**src/rtl/itg_pkg.sv**
```systemverilog
package itg_pkg;
  localparam int unsigned NUM_TAPS = 4;
  localparam int unsigned SEL_W    = $clog2(NUM_TAPS);

  typedef struct packed {
    logic setFlag;
    logic clrFlag;
  } itgStrobes_t;
endpackage

```
**src/rtl/itg_datapath.sv**
```systemverilog
module itg_datapath
  import itg_pkg::*;
#(
  parameter int unsigned TB_WIDTH         = 64,
  parameter int unsigned PERIOD_BASE_LOG2 = 9,
  parameter int unsigned PERIOD_STEP_LOG2 = 4
) (
  input  logic                clk,
  input  logic                rstN,
  input  logic                tbTick,
  input  logic [SEL_W-1:0]    periodSel,
  input  itgStrobes_t         strobes,
  output logic                tapBit,
  output logic [TB_WIDTH-1:0] tbCount,
  output logic                flag
);
  localparam int unsigned TAP_LO = PERIOD_BASE_LOG2 - 1;
  localparam logic [TB_WIDTH-1:0] CNT_ONE = {{(TB_WIDTH-1){1'b0}}, 1'b1};

  logic [TB_WIDTH-1:0] countQ;
  logic                flagQ;
  logic [NUM_TAPS-1:0] tapBits;

  always_ff @(posedge clk or negedge rstN) begin
    if (!rstN) begin
      countQ <= '0;
    end else if (tbTick) begin
      countQ <= countQ + CNT_ONE;
    end
  end

  for (genvar g = 0; g < NUM_TAPS; g++) begin : g_tap
    assign tapBits[g] = countQ[TAP_LO + g * PERIOD_STEP_LOG2];
  end

  assign tapBit = tapBits[periodSel];

  always_ff @(posedge clk or negedge rstN) begin
    if (!rstN) begin
      flagQ <= 1'b0;
    end else if (strobes.setFlag) begin
      flagQ <= 1'b1;
    end else if (strobes.clrFlag) begin
      flagQ <= 1'b0;
    end
  end

  assign tbCount = countQ;
  assign flag    = flagQ;

  assert_count_step_R2: assert property (@(posedge clk) disable iff (!rstN)
    tbTick |=> countQ == $past(countQ) + CNT_ONE);
  assert_count_hold_R2: assert property (@(posedge clk) disable iff (!rstN)
    !tbTick |=> $stable(countQ));
  assert_event_sets_R6: assert property (@(posedge clk) disable iff (!rstN)
    strobes.setFlag |=> flagQ);
  assert_clear_works_R5: assert property (@(posedge clk) disable iff (!rstN)
    (strobes.clrFlag && !strobes.setFlag) |=> !flagQ);
  assert_sticky_R4: assert property (@(posedge clk) disable iff (!rstN)
    (flagQ && !strobes.clrFlag) |=> flagQ);
endmodule

```
**src/rtl/itg_control.sv**
```systemverilog
module itg_control
  import itg_pkg::*;
(
  input  logic             clk,
  input  logic             rstN,
  input  logic [SEL_W-1:0] periodSel,
  input  logic             tapBit,
  input  logic             clrWrite,
  input  logic             clrData,
  output itgStrobes_t      strobes
);
  logic             tapQ;
  logic [SEL_W-1:0] selQ;
  logic             selHeld;

  always_ff @(posedge clk or negedge rstN) begin
    if (!rstN) begin
      tapQ <= 1'b0;
      selQ <= '0;
    end else begin
      tapQ <= tapBit;
      selQ <= periodSel;
    end
  end

  assign selHeld = (periodSel == selQ);

  always_comb begin
    strobes         = '0;
    strobes.setFlag = tapBit && !tapQ && selHeld;
    strobes.clrFlag = clrWrite && clrData;
  end

  assert_no_back_to_back_R3: assert property (@(posedge clk) disable iff (!rstN)
    strobes.setFlag |=> !strobes.setFlag);
endmodule

```
**src/rtl/interval_tick_gen.sv**
```systemverilog
module interval_tick_gen
  import itg_pkg::*;
#(
  parameter int unsigned TB_WIDTH         = 64,
  parameter int unsigned PERIOD_BASE_LOG2 = 9,
  parameter int unsigned PERIOD_STEP_LOG2 = 4
) (
  input  logic                clk,
  input  logic                rstN,
  input  logic                tbTick,
  input  logic [1:0]          periodSel,
  input  logic                intEn,
  input  logic                clrWrite,
  input  logic                clrData,
  output logic [TB_WIDTH-1:0] tbCount,
  output logic                tickFlag,
  output logic                irq
);
  itgStrobes_t strobes;
  logic        tapBit;
  logic        flag;

  itg_control u_control (
    .clk       (clk),
    .rstN      (rstN),
    .periodSel (periodSel),
    .tapBit    (tapBit),
    .clrWrite  (clrWrite),
    .clrData   (clrData),
    .strobes   (strobes)
  );

  itg_datapath #(
    .TB_WIDTH         (TB_WIDTH),
    .PERIOD_BASE_LOG2 (PERIOD_BASE_LOG2),
    .PERIOD_STEP_LOG2 (PERIOD_STEP_LOG2)
  ) u_datapath (
    .clk       (clk),
    .rstN      (rstN),
    .tbTick    (tbTick),
    .periodSel (periodSel),
    .strobes   (strobes),
    .tapBit    (tapBit),
    .tbCount   (tbCount),
    .flag      (flag)
  );

  assign tickFlag = flag;
  assign irq      = flag & intEn;

  assert_irq_needs_flag_R7: assert property (@(posedge clk) disable iff (!rstN)
    irq |-> tickFlag);
  assert_irq_masked_R7: assert property (@(posedge clk) disable iff (!rstN)
    !intEn |-> !irq);
  assert_reset_clean_R1: assert property (@(posedge clk) disable iff (!rstN)
    $rose(rstN) |-> (!tickFlag && tbCount == '0));
endmodule

```
**config.mk**
```make
export PLATFORM = sky130hd
export DESIGN_NAME = interval_tick_gen
export DESIGN_NICKNAME = d
export VERILOG_FILES = /design/src/rtl/itg_pkg.sv /design/src/rtl/itg_datapath.sv /design/src/rtl/itg_control.sv /design/src/rtl/interval_tick_gen.sv
export SDC_FILE = /design/constraint.sdc
export NUM_CORES = 1
export LEC_CHECK = 0
export ABC_AREA = 1
export BUFFER_PORTS_ARGS = -buffer_cell sky130_fd_sc_hd__buf_2
export CORE_MARGIN = 2
export CORE_UTILIZATION = 55
export CTS_CLUSTER_DIAMETER = 200
export CTS_CLUSTER_SIZE = 8
export DETAILED_ROUTE_END_ITERATION = 10
export GPL_TIMING_DRIVEN = 0
export PLACE_DENSITY = 0.77
export SKIP_CTS_REPAIR_TIMING = 1
export SLEW_MARGIN = 20
export SYNTH_ARGS = -nofsm -noshare
export SYNTH_HDL_FRONTEND = slang
export SYNTH_HIERARCHICAL = 1
export SYNTH_SLANG_ARGS = --single-unit
```
**constraint.sdc**
```tcl
create_clock -name clk -period 4.7 [get_ports clk]
set_clock_uncertainty 0.1 [all_clocks]
set_input_delay 0.705 -clock clk [delete_from_list [all_inputs] [get_ports clk]]
set_output_delay 0.705 -clock clk [all_outputs]
set_load 0.1 [all_outputs]
```
==> metrics.csv <==
metric,value,unit
Root Buffer,clkbuf_8,
Worst-Skew Late Latency,0.35,ns
Syn Area/Cell,7.20,um^2
worst-path cell chain,buf_2,
reg2reg start,u_datapath/tbCount[0],
Die Width,90.5,um
clock sinks,68,
Yosys warnings,6,
Worst Setup SP,u_datapath/tbCount[55],
"Largest delay share family, worst path",flip-flops,
WL/cell,14.5,um
Critical Path RT,3.89,ns
number of synthesized flops with an enable pin,0,
crit path buf inv count,1,
synthesized area,4110,um^2
GRT Total Usage,0.283,
core area,7250,um^2
vias in the first global route,3695,
path depth of the worst reg2reg path,10,
IO buf count,73,
Clock Path Buffers,2,
top_reg_cell synth,dfrtp_1,
share of cells above drive strength 1,0.185,
Final Hold Vio Count,0,
starting density of the core,0.567,
Worst Path Arrival,1.33,ns
Yosys reg bits,68,
H-tree depth reported by CTS,3,
CP max-delay cell,dfrtp_1,
"commonest non-fill, non-tap cell in the layout",nand2_1,
sequential-to-total area share from yosys stat,0.414,
Initial DRC Count,299,
top-area cell type share of the netlist area,0.414,
largest cells by area after synthesis,"dfrtp_1, nand2_1, inv_1",
# rows,31,
RePlAce Congestion,0.945,
"Remaining Overflow, GRT",0,
most frequent cells in the layout,"nand2_1, inv_1, nor2_1",
drt drc,0,
Setup crit end kind,output port,
Peak VDD IR,0.607,mV
pin count of the biggest net entering global routing,46,
Setup crit start kind,register,
initial antenna violation count,0,
"Slew Viols, Final",0,
Die Y,90.5,um
"area leader, netlist",dfrtp_1,
Layout area overhead,17.1,%
Gate Count Post-Synth,571,
PwrDens,305,nW/um^2
final setup fails,0,
slew margin rel.,0.670,
WS Path Type,reg -> out,
n_diodes,0,
fin crit share,0.454,
LEAKAGE,2.59,nW
Max Cap Violations,0,
number of detailed-route iterations in the first pass,5,
distinct cell type count after synthesis,27,
Ports,74,
syn_nets,580,
status,finished clean,
die area,8180,um^2
Post-synth ARST share,1.00,
first-pass GRT wire length,18.3,mm
post-detail-place hpwl,8.58,mm
vias after detailed routing,3960,
CP peak stage delay,0.49,ns
CTS clock-pin slew for the worst setup and hold paths,0.07,ns
CTS Buf Count,9,
class of the worst hold path,in -> async,
Crit Path Max Fanout,5,
CTS tree,yes,
minimum clock period after layout,2.13,ns
Vias/cell,5.21,
total power,0.00147,W
worst slew pin tran,0.499,ns
final wirelength,11.0,mm
Total Nets Final,665,
RSZ-0062 raised after global routing,no,
Setup TNS Final,0,ns
ANT nets after route,0,
Stages on worst setup path,1,
FMAX,0.469,GHz
final timing paths:
kind	end	slack (ns)
max	tbCount[55]	2.57
min	u_datapath/flag	0.15
max reg2reg	u_datapath/tbCount[56]	2.80
min reg2reg	u_datapath/tbCount[60]	0.41
max in group asynchronous	u_datapath/tbCount[1]	3.82
min in group clk	u_datapath/tbCount[60]	0.41
report_power, final:
group | internal (W) | switching [W]
Combinational | 0.0000562 | 0.000296
Clock | 0.000243 | 0.000223
Sequential | 0.000616 | 0.0000351
Total | 0.000915 | 0.000554
metal layers:
metal	global-route usage	vias to the layer above	part of all wire
met4	0.0910	0	0.020
met5	0	-	0
met1	0.402	1850	0.45
li1	-	1913	-
met3	0.0526	24	0.075
met2	0.442	173	0.45
synthesized netlist by cell type, types with 2 or more instances:
cell type	count
nand3_1	32
nor3_1	8
nand2_1	185
inv_1	86
nor2_1	85
nor3_2	5
nand3b_1	13
and2_1	2
dfrtp_1	68
o21bai_1	2
xnor2_1	15
nor2_2	7
xor2_1	24
nor2_4	6
nand3_2	2
nand4_1	12
nand2_2	9
through the flow:
step | std cells | instance area (um^2) | util | hold slack, ns | setup slack (ns)
CTS | 760 | 4810 | 0.664 | 0.159 | 2.60
global placement | 743 | 4600 | 0.634 | 0.386 | 2.50
floorplan | 571 | 4110 | - | 0.309 | 2.25
global route | 760 | 4810 | 0.664 | 0.172 | 2.54
finish | 760 | 4810 | 0.664 | 0.151 | 2.57
detailed placement | 744 | 4630 | 0.638 | 0.395 | 2.51
logic make-up after synthesis:
family | Yosys count | share of synthesized area
buffers and inverters | 88 | 0.0806
AOI/OAI and AO/OA | 5 | 0.00821
xor gates and xnor gates | 39 | 0.0831
and+or+nand+nor | 370 | 0.411
adders and majority gates | 1 | 0.00304
DFF | 68 | 0.414
state kept, by name, summed over array words and instances (netlist names):
name and flops:
u_control/selQ 2, u_control/tapQ 1, u_datapath/tbCount 64, u_datapath/flag 1
area by class of cell:
type	instances	area (um^2)
flip-flops and latches	68	1700
plain buffers	1	5.00
fillers	697	2440
repair buffers	74	395
clock buffers	11	131
well taps	99	124
clock inverters	5	52.6
inverters	87	327
multi-input cells	415	2080
Power figures use the tool's default switching activity.
